===== src/rtl/cnt_pkg.sv =====
package cnt_pkg;
    localparam int CNT_W = 4;

    typedef enum logic [1:0] {
        OP_HOLD  = 2'd0,
        OP_COUNT = 2'd1,
        OP_LOAD  = 2'd2,
        OP_CLEAR = 2'd3
    } cnt_op_e;
endpackage


===== src/rtl/cnt_mode_sel.sv =====
module cnt_mode_sel
    import cnt_pkg::*;
(
    input  logic    clr_n,
    input  logic    load_n,
    input  logic    en_par,
    input  logic    en_trk,
    output cnt_op_e op
);
    // Priority: clear, then load, then count, then hold.
    always_comb begin
        if (!clr_n)
            op = OP_CLEAR;
        else if (!load_n)
            op = OP_LOAD;
        else if (en_par && en_trk)
            op = OP_COUNT;
        else
            op = OP_HOLD;
    end
endmodule


===== src/rtl/cnt_next_value.sv =====
module cnt_next_value #(
    parameter bit DECADE = 1'b1,
    parameter int W      = 4
) (
    input  logic [W-1:0] cur,
    output logic [W-1:0] nxt
);
    generate
        if (DECADE) begin : g_dec
            // States with bit 0 and the top bit set wrap to zero (9, 11, 13, 15).
            always_comb begin
                if (cur[0] && cur[W-1])
                    nxt = '0;
                else
                    nxt = cur + 1'b1;
            end
        end else begin : g_bin
            always_comb nxt = cur + 1'b1;
        end
    endgenerate
endmodule


===== src/rtl/cnt_term_decode.sv =====
module cnt_term_decode #(
    parameter bit DECADE = 1'b1,
    parameter int W      = 4
) (
    input  logic [W-1:0] cur,
    input  logic         en_trk,
    output logic         term
);
    generate
        if (DECADE) begin : g_dec
            // Same two bits as the wrap rule, so an upper stage steps with the wrap.
            always_comb term = en_trk && cur[0] && cur[W-1];
        end else begin : g_bin
            always_comb term = en_trk && (&cur);
        end
    endgenerate
endmodule


===== src/rtl/sync_digit_counter.sv =====
module sync_digit_counter
    import cnt_pkg::*;
#(
    parameter bit DECADE    = 1'b1,
    parameter bit ASYNC_CLR = 1'b1,
    parameter int W         = CNT_W
) (
    input  logic         clk,
    input  logic         clr_n,
    input  logic         load_n,
    input  logic [W-1:0] din,
    input  logic         en_par,
    input  logic         en_trk,
    output logic [W-1:0] count,
    output logic         term
);
    localparam logic [W-1:0] MAXV = DECADE ? W'(9) : {W{1'b1}};

    cnt_op_e      op;
    logic [W-1:0] succ;
    logic [W-1:0] count_d;
    logic [W-1:0] count_q;

    cnt_mode_sel u_mode (
        .clr_n  (clr_n),
        .load_n (load_n),
        .en_par (en_par),
        .en_trk (en_trk),
        .op     (op)
    );

    cnt_next_value #(.DECADE(DECADE), .W(W)) u_next (
        .cur (count_q),
        .nxt (succ)
    );

    cnt_term_decode #(.DECADE(DECADE), .W(W)) u_term (
        .cur    (count_q),
        .en_trk (en_trk),
        .term   (term)
    );

    // Next-state selection.
    always_comb begin
        unique case (op)
            OP_CLEAR: count_d = '0;
            OP_LOAD:  count_d = din;
            OP_COUNT: count_d = succ;
            OP_HOLD:  count_d = count_q;
        endcase
    end

    // State register: the clear style picks the register variant.
    generate
        if (ASYNC_CLR) begin : g_aclr
            always_ff @(posedge clk or negedge clr_n) begin
                if (!clr_n)
                    count_q <= '0;
                else
                    count_q <= count_d;
            end

            assert_async_clear_R3: assert property (@(posedge clk)
                !clr_n |-> count == '0)
                else $error("R3: count nonzero during clear");
        end else begin : g_sclr
            always_ff @(posedge clk) begin
                count_q <= count_d;
            end

            assert_sync_clear_R4: assert property (@(posedge clk)
                !clr_n |=> count == '0)
                else $error("R4: clear not applied at edge");
        end
    endgenerate

    assign count = count_q;

    // Assertions next to the logic they guard.
    assert_load_R5: assert property (@(posedge clk) disable iff (!clr_n)
        !load_n |=> count == $past(din))
        else $error("R5: load value not captured");

    assert_step_R6: assert property (@(posedge clk) disable iff (!clr_n)
        (load_n && en_par && en_trk && count < MAXV) |=> count == W'($past(count) + 1'b1))
        else $error("R6: count did not advance by one");

    assert_hold_R7: assert property (@(posedge clk) disable iff (!clr_n)
        (load_n && !(en_par && en_trk)) |=> $stable(count))
        else $error("R7: count moved while an enable was low");

    assert_wrap_R1: assert property (@(posedge clk) disable iff (!clr_n)
        (load_n && en_par && en_trk && count == MAXV) |=> count == '0)
        else $error("R1: no wrap from maximum");

    assert_term_gate_R8: assert property (@(posedge clk) disable iff (!clr_n)
        term |-> en_trk)
        else $error("R8: term high with trickle enable low");

    assert_term_max_R8: assert property (@(posedge clk) disable iff (!clr_n)
        (en_trk && count == MAXV) |-> term)
        else $error("R8: term missing at maximum");

    generate
        if (DECADE) begin : g_dec_chk
            assert_oor_step_R9: assert property (@(posedge clk) disable iff (!clr_n)
                (op == OP_COUNT && count > MAXV && !count[0]) |=> count == W'($past(count) + 1'b1))
                else $error("R9: even out-of-range state did not step");

            assert_oor_wrap_R9: assert property (@(posedge clk) disable iff (!clr_n)
                (op == OP_COUNT && count > MAXV && count[0]) |=> count == '0)
                else $error("R9: odd out-of-range state did not return to zero");
        end
    endgenerate
endmodule


===== config.mk =====
export PLATFORM = sky130hd
export DESIGN_NAME = sync_digit_counter
export DESIGN_NICKNAME = d
export VERILOG_FILES = /design/src/rtl/cnt_pkg.sv /design/src/rtl/cnt_mode_sel.sv /design/src/rtl/cnt_next_value.sv /design/src/rtl/cnt_term_decode.sv /design/src/rtl/sync_digit_counter.sv
export SDC_FILE = /design/constraint.sdc
export NUM_CORES = 1
export LEC_CHECK = 0
export BUFFER_PORTS_ARGS = -buffer_cell sky130_fd_sc_hd__buf_2
export CORE_AREA = 2 2 39 41
export CTS_BUF_LIST = sky130_fd_sc_hd__clkbuf_4
export DETAILED_ROUTE_END_ITERATION = 8
export DIE_AREA = 0 0 41 43
export GPL_TIMING_DRIVEN = 0
export HOLD_SLACK_MARGIN = 0.12
export MAX_ROUTING_LAYER = met4
export PLACE_DENSITY = 0.54
export SLEW_MARGIN = 30
export SYNTH_ARGS = -nofsm -noshare
export SYNTH_HDL_FRONTEND = slang
export SYNTH_HIERARCHICAL = 1
export SYNTH_SLANG_ARGS = --single-unit

===== constraint.sdc =====
create_clock -name clk -period 1.3 [get_ports clk]
set_input_delay 0.065 -clock clk [delete_from_list [all_inputs] [get_ports clk]]
set_output_delay 0.065 -clock clk [all_outputs]
set_load 0.005 [all_outputs]

==> results of run 1 <==
metrics by stage:
stage                     worst slack [ns]  hold WS [ns]  utilization (%)  std cells  total power, mW
after floorplan                     0.0387        -0.231                -         34            0.195
after global placement             -0.0466        -0.108             28.8         63            0.228
after detailed placement           -0.0513        -0.106             28.8         63            0.229
after CTS                           0.0476         0.123             32.5         69            0.399
after global routing                0.0134         0.123             32.8         69            0.424
final                               0.0721         0.115             32.8         69            0.399
path summary, 6_finish.rpt:
kind | start | to | cells past startpoint
setup / recovery | count[0] | count[1] | 4
hold / removal | din[2] | count[2] | 3
setup reg to reg | count[0] | count[1] | 4
hold reg to reg | count[1] | count[1] | 2
max in group asynchronous | clr_n | count[0] | 2
min in group asynchronous | clr_n | count[2] | 2
what timing repair did:
action                                  4_1_cts  5_1_grt
pin swaps                                     1        2
endpoints found under the setup margin        1        2
hold endpoints to repair                      5        0
resized for setup                             1        2
buffers inserted                              1        0
hold buffers                                  2        0
final cells by class:
type                            instances  share of cell area [%]
Timing Repair Buffer                   16                    20.4
Tap cell                               16                    4.41
Sequential cell                         4                    22.3
Clock buffer                            3                    4.96
Inverter                                4                    3.31
Multi-Input combinational cell         26                    44.6
report_power, final:
group / switching (mW) / total, mW / internal (mW)
Combinational: 0.0492 / 0.0971 / 0.0479
Sequential: 0.00968 / 0.143 / 0.133
Clock: 0.0553 / 0.159 / 0.104
Total: 0.114 / 0.399 / 0.285
metal layers:
metal	vias to the layer above	track usage, %	wire, µm
met5	-	-	0
met4	0	4.00	0
met3	0	4.71	58
met2	11	17.5	405
met1	147	9.71	346
li1	159	-	-
critical path, stage by stage (launching register included):
cell and delay [ns]:
dfrtp_2 0.41, ha_1 0.29, a21boi_1 0.12, a22oi_1 0.23, o21ai_2 0.07
cell families after synthesis:
group	Yosys count	synth area share (%)
AOI/OAI and AO/OA	11	26.4
xor gates and xnor gates	1	2.80
adders and majority gates	4	16.0
buffers and inverters	4	4.80
DFF	4	32.0
and+or+nand+nor	10	18.0
placed cells by master (no fill, tap or decap):
master,instances
nand3_1,1
ha_1,4
dfrtp_2,1
clkbuf_4,3
a22oi_1,3
buf_2,13
and3_1,1
nand2b_4,1
a22oi_2,1
o21ai_2,4
a21oi_1,1
a21boi_1,1
dfrtp_1,3
nand2_1,6
inv_1,4
o21ai_0,1
xnor2_1,1
buf_4,1
nand4b_1,1
dlygate4sd3_1,2
==> results.sh, run 1 <==
export IMPL_rsz0062_at_grt="no"
export IMPL_final_cell_area_um2=454
export IMPL_first_global_vias=309
export IMPL_hold_viol=0
export IMPL_drc=0
export IMPL_drv_slew=0
export IMPL_place_congestion=0.671
export IMPL_first_pass_iters=4
export IMPL_worst_pin_slew_ns=0.216
export IMPL_seqCellArea_um2=101
export IMPL_synth_async_reset_ratio_pct=100
export IMPL_numPortBuffers=13
export IMPL_wire_per_inst_um=11.7
export IMPL_tritoncts="done"
export IMPL_postRouteAntennaNets=0
export IMPL_synth_most_common_cell="nand2_1"
export IMPL_grtUsageTotal_pct=10.4
export IMPL_numClockSinks=4
export IMPL_cap_violations=0
export IMPL_ys_seq_area_share_pct=32.0
export IMPL_die_h_um=43
export IMPL_io_pins=14
export IMPL_synth_ff_type="dfrtp_1"
export IMPL_diodes=0
export IMPL_areaGrowthSynthToFinish_pct=45.2
export IMPL_ir_drop_mv=0.276
export IMPL_syn_num_nets=47
export IMPL_synth_top_cell_by_area="dfrtp_1"
export IMPL_h_tree_depth=1
export IMPL_drtIter0Drc=7
export IMPL_antenna_found_initial=0
export IMPL_multi_input_area_um2=203
export IMPL_grt_max_degree=9
export IMPL_dieArea_um2=1760
export IMPL_start_util_pct=22.6
export IMPL_fmax_mhz=814
export IMPL_worstPathArrival_ns=1.35
export IMPL_avgSynthCellArea_um2=9.20
export IMPL_synthCells=34
export IMPL_final_nets=68
export IMPL_setup_viol=0
export IMPL_die_w_um=41
export IMPL_path_clk_slew_ns=0.04
export IMPL_max_slew_margin_pct=85.6
export IMPL_r2r_setup_slack_ns=0.07
export IMPL_routed_wl_um=810
export IMPL_path_class="flip-flop to flip-flop"
export IMPL_critPathMaxFanout=2
export IMPL_root_buffer="clkbuf_4"
export IMPL_grt_overflow_total=0
export IMPL_run_status="complete, no violations"
export IMPL_end_kind="flip-flop"
export IMPL_via_per_inst=4.59
export IMPL_synth_enable_flop_cells=0
export IMPL_ys_ff_latch=4
export IMPL_routed_via_count=317
export IMPL_n_fill_cell=151
export IMPL_rows=14
export IMPL_cts_buffers=3
export IMPL_finalCritPeriodShare_pct=94.5
export IMPL_place_area_um2=398
export IMPL_core_um2=1380
export IMPL_critical_path_required_ns=1.42
export IMPL_clk_path_buf_depth=2
export IMPL_synth_warning_count=6
export IMPL_drive_above_1_share_pct=45.3
export IMPL_largest_reg_flops=4
export IMPL_syn_cell_area_um2=313
export IMPL_crit_path_start_kind="flip-flop"
export IMPL_synth_area_leaders="dfrtp_1 32%, ha_1 16%, o21ai_2 11%"
export IMPL_synth_top_cell_area_share_pct=32.0
export IMPL_powerDensity_nw_per_um2=879
export IMPL_grt_pass1_wl_mm=1.17
export IMPL_leakage_nw=0.238
export IMPL_fin_crit_ns=1.23
export IMPL_setup_tns_ns=0
export IMPL_worstSkewPairLatency_ns=0.24
export IMPL_synth_cell_types=14
export IMPL_clock_skew_ns=0.00681
export IMPL_dp_hpwl_um=564
export IMPL_hold_class="primary input to flip-flop"
Power figures use the tool's default switching activity.
==> inputs of run 2 (changes only) <==
Settings changed: REMOVE_ABC_BUFFERS from default to 1, SKIP_CTS_REPAIR_TIMING from default to 1.
==> results.sh, run 2 (synthesis gave the netlist of run 1 again) <==
export IMPL_rsz0062_at_grt="no"
export IMPL_drc=0
export IMPL_drtIter0Drc=7
export IMPL_die_h_um=43
export IMPL_dieArea_um2=1760
export IMPL_slowest_stage="dfrtp_2"
export IMPL_fin_crit_ns=1.22
export IMPL_wire_per_inst_um=11.6
export IMPL_tritoncts="done"
export IMPL_hold_class="primary input to flip-flop"
export IMPL_worst_slack_ns=0.0786
export IMPL_io_pins=14
export IMPL_end_kind="flip-flop"
export IMPL_path_class="flip-flop to flip-flop"
export IMPL_first_global_vias=280
export IMPL_ir_drop_mv=0.356
export IMPL_path_clk_slew_ns=0.04
export IMPL_dpl_worst_slack_ns=-0.0513
export IMPL_worst_pin_slew_ns=0.216
export IMPL_fmax_mhz=819
export IMPL_drive_above_1_share_pct=49.1
export IMPL_clk_path_buf_depth=2
export IMPL_numPortBuffers=13
export IMPL_cpPeakStageDelay_ns=0.46
export IMPL_n_fill_cell=149
export IMPL_seqCellArea_um2=101
export IMPL_start_util_pct=22.6
export IMPL_via_per_inst=4.62
export IMPL_grt_overflow_total=0
export IMPL_drv_slew=0
export IMPL_finalPower_mw=0.402
export IMPL_path_cells="ha_4 -> a21boi_1 -> a22oi_1 -> o21ai_2"
export IMPL_met2_usage_pct=14.7
export IMPL_met1_usage_pct=8.74
export IMPL_antenna_found_initial=0
export IMPL_grtUsageTotal_pct=9.18
export IMPL_die_w_um=41
export IMPL_powerDensity_nw_per_um2=866
export IMPL_worstPathArrival_ns=1.35
export IMPL_critPathMaxFanout=7
export IMPL_routed_wl_um=799
export IMPL_numClockSinks=4
export IMPL_busiest_layer="met2"
export IMPL_leakage_nw=0.237
export IMPL_routed_via_count=319
export IMPL_first_pass_iters=4
export IMPL_clock_skew_ns=0.0103
export IMPL_max_slew_margin_pct=85.6
export IMPL_worstSkewPairLatency_ns=0.24
export IMPL_multi_input_area_um2=215
export IMPL_grt_max_degree=10
export IMPL_crit_path_start_kind="flip-flop"
export IMPL_finalCritPeriodShare_pct=94.0
export IMPL_final_cell_mix="13 x buf_2, 6 x nand2_1, 4 x inv_1, 4 x o21ai_2"
export IMPL_grt_use_met3_pct=4.71
export IMPL_core_um2=1380
export IMPL_grt_pass1_wl_mm=1.02
export IMPL_crit_buf_inv=0
export IMPL_critical_path_required_ns=1.43
export IMPL_largest_reg_flops=4
export IMPL_run_status="complete, no violations"
export IMPL_diodes=0
export IMPL_final_common_cell="buf_2"
export IMPL_final_nets=68
export IMPL_dp_hpwl_um=564
export IMPL_postRouteAntennaNets=0
export IMPL_areaGrowthSynthToFinish_pct=48.4
export IMPL_cts_buffers=3
export IMPL_cap_violations=0
export IMPL_h_tree_depth=1
export IMPL_crit_family="flip-flops"
export IMPL_rows=14
export IMPL_setup_viol=0
export IMPL_hold_viol=0
export IMPL_place_congestion=0.671
export IMPL_root_buffer="clkbuf_4"
## run 2: power breakdown
part           switching [mW]  internal [mW]  leakage (nW)
clock network          0.0544          0.103        0.0138
registers              0.0147          0.133        0.0529
logic                  0.0463         0.0497         0.170
## run 2: area by class of cell
type	count	share of cell area, %
Timing Repair Buffer	16	19.4
Inverter	4	3.23
Clock buffer	3	4.85
Tap cell	16	4.31
Sequential cell	4	21.8
Multi-Input combinational cell	26	46.4
## run 2: routing by layer
layer / vias up / share of wire (%)
li1: 160 / -
met1: 148 / 42
met2: 11 / 50
met3: 0 / 7.5
met4: 0 / 0
met5: - / 0
## run 2: final timing paths
kind / start / cells after the start / slack, ns / end
worst min-delay path: din[0] / 3 / 0.11 / count[0]
worst max-delay path: count[0] / 4 / 0.08 / count[1]
min in group asynchronous: clr_n / 2 / 0.22 / count[2]
max in group asynchronous: clr_n / 2 / 0.88 / count[0]
worst min register to register: count[2] / 2 / 0.58 / count[2]
worst max register to register: count[0] / 4 / 0.08 / count[1]
## run 2: worst register-to-register path, cell delays in order (launching register included)
cell	delay [ns]
dfrtp_2	0.46
ha_4	0.25
a21boi_1	0.12
a22oi_1	0.22
o21ai_2	0.07
## run 2: metrics by stage
stage / instance area [µm²] / instances / setup TNS (ns) / util, % / hold WS (ns)
floorplan: 313 / 34 / 0 / - / -0.231
global placement: 398 / 63 / -0.0466 / 28.8 / -0.108
detailed placement: 398 / 63 / -0.0513 / 28.8 / -0.106
CTS: 420 / 66 / -0.0496 / 30.4 / -0.362
global route: 464 / 69 / 0 / 33.5 / 0.123
finish: 464 / 69 / 0 / 33.5 / 0.107
==> inputs of run 3 (changes only) <==
Settings changed: BUFFER_PORTS_ARGS -buffer_cell sky130_fd_sc_hd__buf_2 to default, DONT_BUFFER_PORTS from default to 1, PLACE_DENSITY 0.54 to 0.45.
==> results.sh, run 3 (synthesis gave the netlist of run 1 again) <==
export IMPL_run_status="complete, no violations"
export IMPL_path_class="flip-flop to flip-flop"
export IMPL_fmax_mhz=789
export IMPL_hold_viol=0
export IMPL_final_nets=59
export IMPL_diodes=0
export IMPL_n_fill_cell=148
export IMPL_worst_slack_ns=0.0324
export IMPL_critical_path_required_ns=1.46
export IMPL_r2r_setup_slack_ns=0.03
export IMPL_rr_worst_depth=4
export IMPL_drv_slew=0
export IMPL_finalCritPeriodShare_pct=97.5
export IMPL_setup_tns_ns=0
export IMPL_numClockSinks=4
export IMPL_cts_buffers=3
export IMPL_place_area_um2=333
export IMPL_drive_above_1_share_pct=25.0
export IMPL_die_w_um=41
export IMPL_finalPower_mw=0.387
export IMPL_rsz0062_at_grt="no"
export IMPL_worstSkewPairLatency_ns=0.23
export IMPL_setup_viol=0
export IMPL_crit_end="count[1]"
export IMPL_drtIter0Drc=5
export IMPL_crit_path_start_kind="flip-flop"
export IMPL_dpl_worst_slack_ns=-0.0750
export IMPL_io_pins=14
export IMPL_final_cell_mix="6 x nand2_1, 6 x dlygate4sd3_1, 4 x inv_1, 4 x o21ai_2"
export IMPL_h_tree_depth=1
export IMPL_grt_max_degree=10
export IMPL_leakage_nw=0.209
export IMPL_worstPathArrival_ns=1.43
export IMPL_rows=14
export IMPL_seqCellArea_um2=101
export IMPL_clk_path_buf_depth=2
export IMPL_multi_input_area_um2=215
export IMPL_largest_reg_flops=4
export IMPL_routed_wl_um=745
export IMPL_wire_per_inst_um=12.4
export IMPL_start_util_pct=22.6
export IMPL_first_global_vias=277
export IMPL_path_clk_slew_ns=0.04
export IMPL_r2r_start="count[0]"
export IMPL_crit_start="count[0]"
export IMPL_worstReg2RegEnd="count[1]"
export IMPL_first_pass_iters=3
export IMPL_grtUsageTotal_pct=9.58
export IMPL_powerDensity_nw_per_um2=866
export IMPL_routed_via_count=277
export IMPL_tritoncts="done"
export IMPL_final_cell_area_um2=447
export IMPL_critPathMaxFanout=7
export IMPL_areaGrowthSynthToFinish_pct=42.8
export IMPL_via_per_inst=4.62
export IMPL_die_h_um=43
export IMPL_numPortBuffers=0
export IMPL_cap_violations=0
export IMPL_grt_pass1_wl_mm=1.05
export IMPL_fin_crit_ns=1.27
export IMPL_dp_hpwl_um=555
export IMPL_core_um2=1380
export IMPL_grt_overflow_total=0
export IMPL_root_buffer="clkbuf_4"
export IMPL_dieArea_um2=1760
export IMPL_antenna_found_initial=0
export IMPL_postRouteAntennaNets=0
export IMPL_place_congestion=0.642
export IMPL_worst_pin_slew_ns=0.212
export IMPL_clock_skew_ns=0.00144
export IMPL_end_kind="flip-flop"
export IMPL_hold_class="primary input to primary output"
export IMPL_fin_util_pct=32.3
export IMPL_max_slew_margin_pct=85.8
export IMPL_drc=0
export IMPL_ir_drop_mv=0.449
run 3: changes by cell type in the layout (fill, tap and decap cells not counted):
| cell | previous run | this run |
|---|---|---|
| buf_4 | 2 | 0 |
| dlygate4sd3_1 | 1 | 6 |
| buf_2 | 13 | 0 |
| dlymetal6s2s_1 | 0 | 1 |
run 3: critical path, stage by stage (launching register included):
cell,delay (ns)
dfrtp_2,0.45
ha_4,0.28
a21boi_1,0.21
a22oi_2,0.12
o21ai_2,0.13
run 3: metal layers:
layer / wire (µm) / track usage [%]
met2: 407 / 12.8
met5: 0 / -
met1: 307 / 11.0
met4: 0 / 6.00
met3: 30 / 4.71
run 3: how the worst min path moves through the flow:
stage / from / end / cells after the start
2_1_floorplan: clr_n / count[0] / 0
6_report: en_trk / term / 1
4_1_cts: clr_n / count[1] / 0
3_3_place_gp: clr_n / count[0] / 0
5_1_grt: en_trk / term / 1
3_5_place_dp: clr_n / count[0] / 0
run 3: area by class of cell:
class                      count  area share (%)
clock buffer                   3            5.04
inverter                       4            3.36
multi-input combinational     26            48.2
sequential                     4            22.7
tap                           16            4.48
timing repair buffer           7            16.2
run 3: report_power, final:
group,internal (mW),leakage [nW],switching [mW],total (mW)
combinational,0.0455,0.142,0.0421,0.0876
clock,0.103,0.0138,0.0479,0.151
sequential,0.133,0.0529,0.0148,0.148
run 3: through the flow:
step	std cells	hold slack, ns
2_1_floorplan	34	-0.231
3_3_place_gp	50	-0.230
3_5_place_dp	50	-0.230
4_1_cts	53	-0.483
5_1_grt	60	0.291
6_report	60	0.279
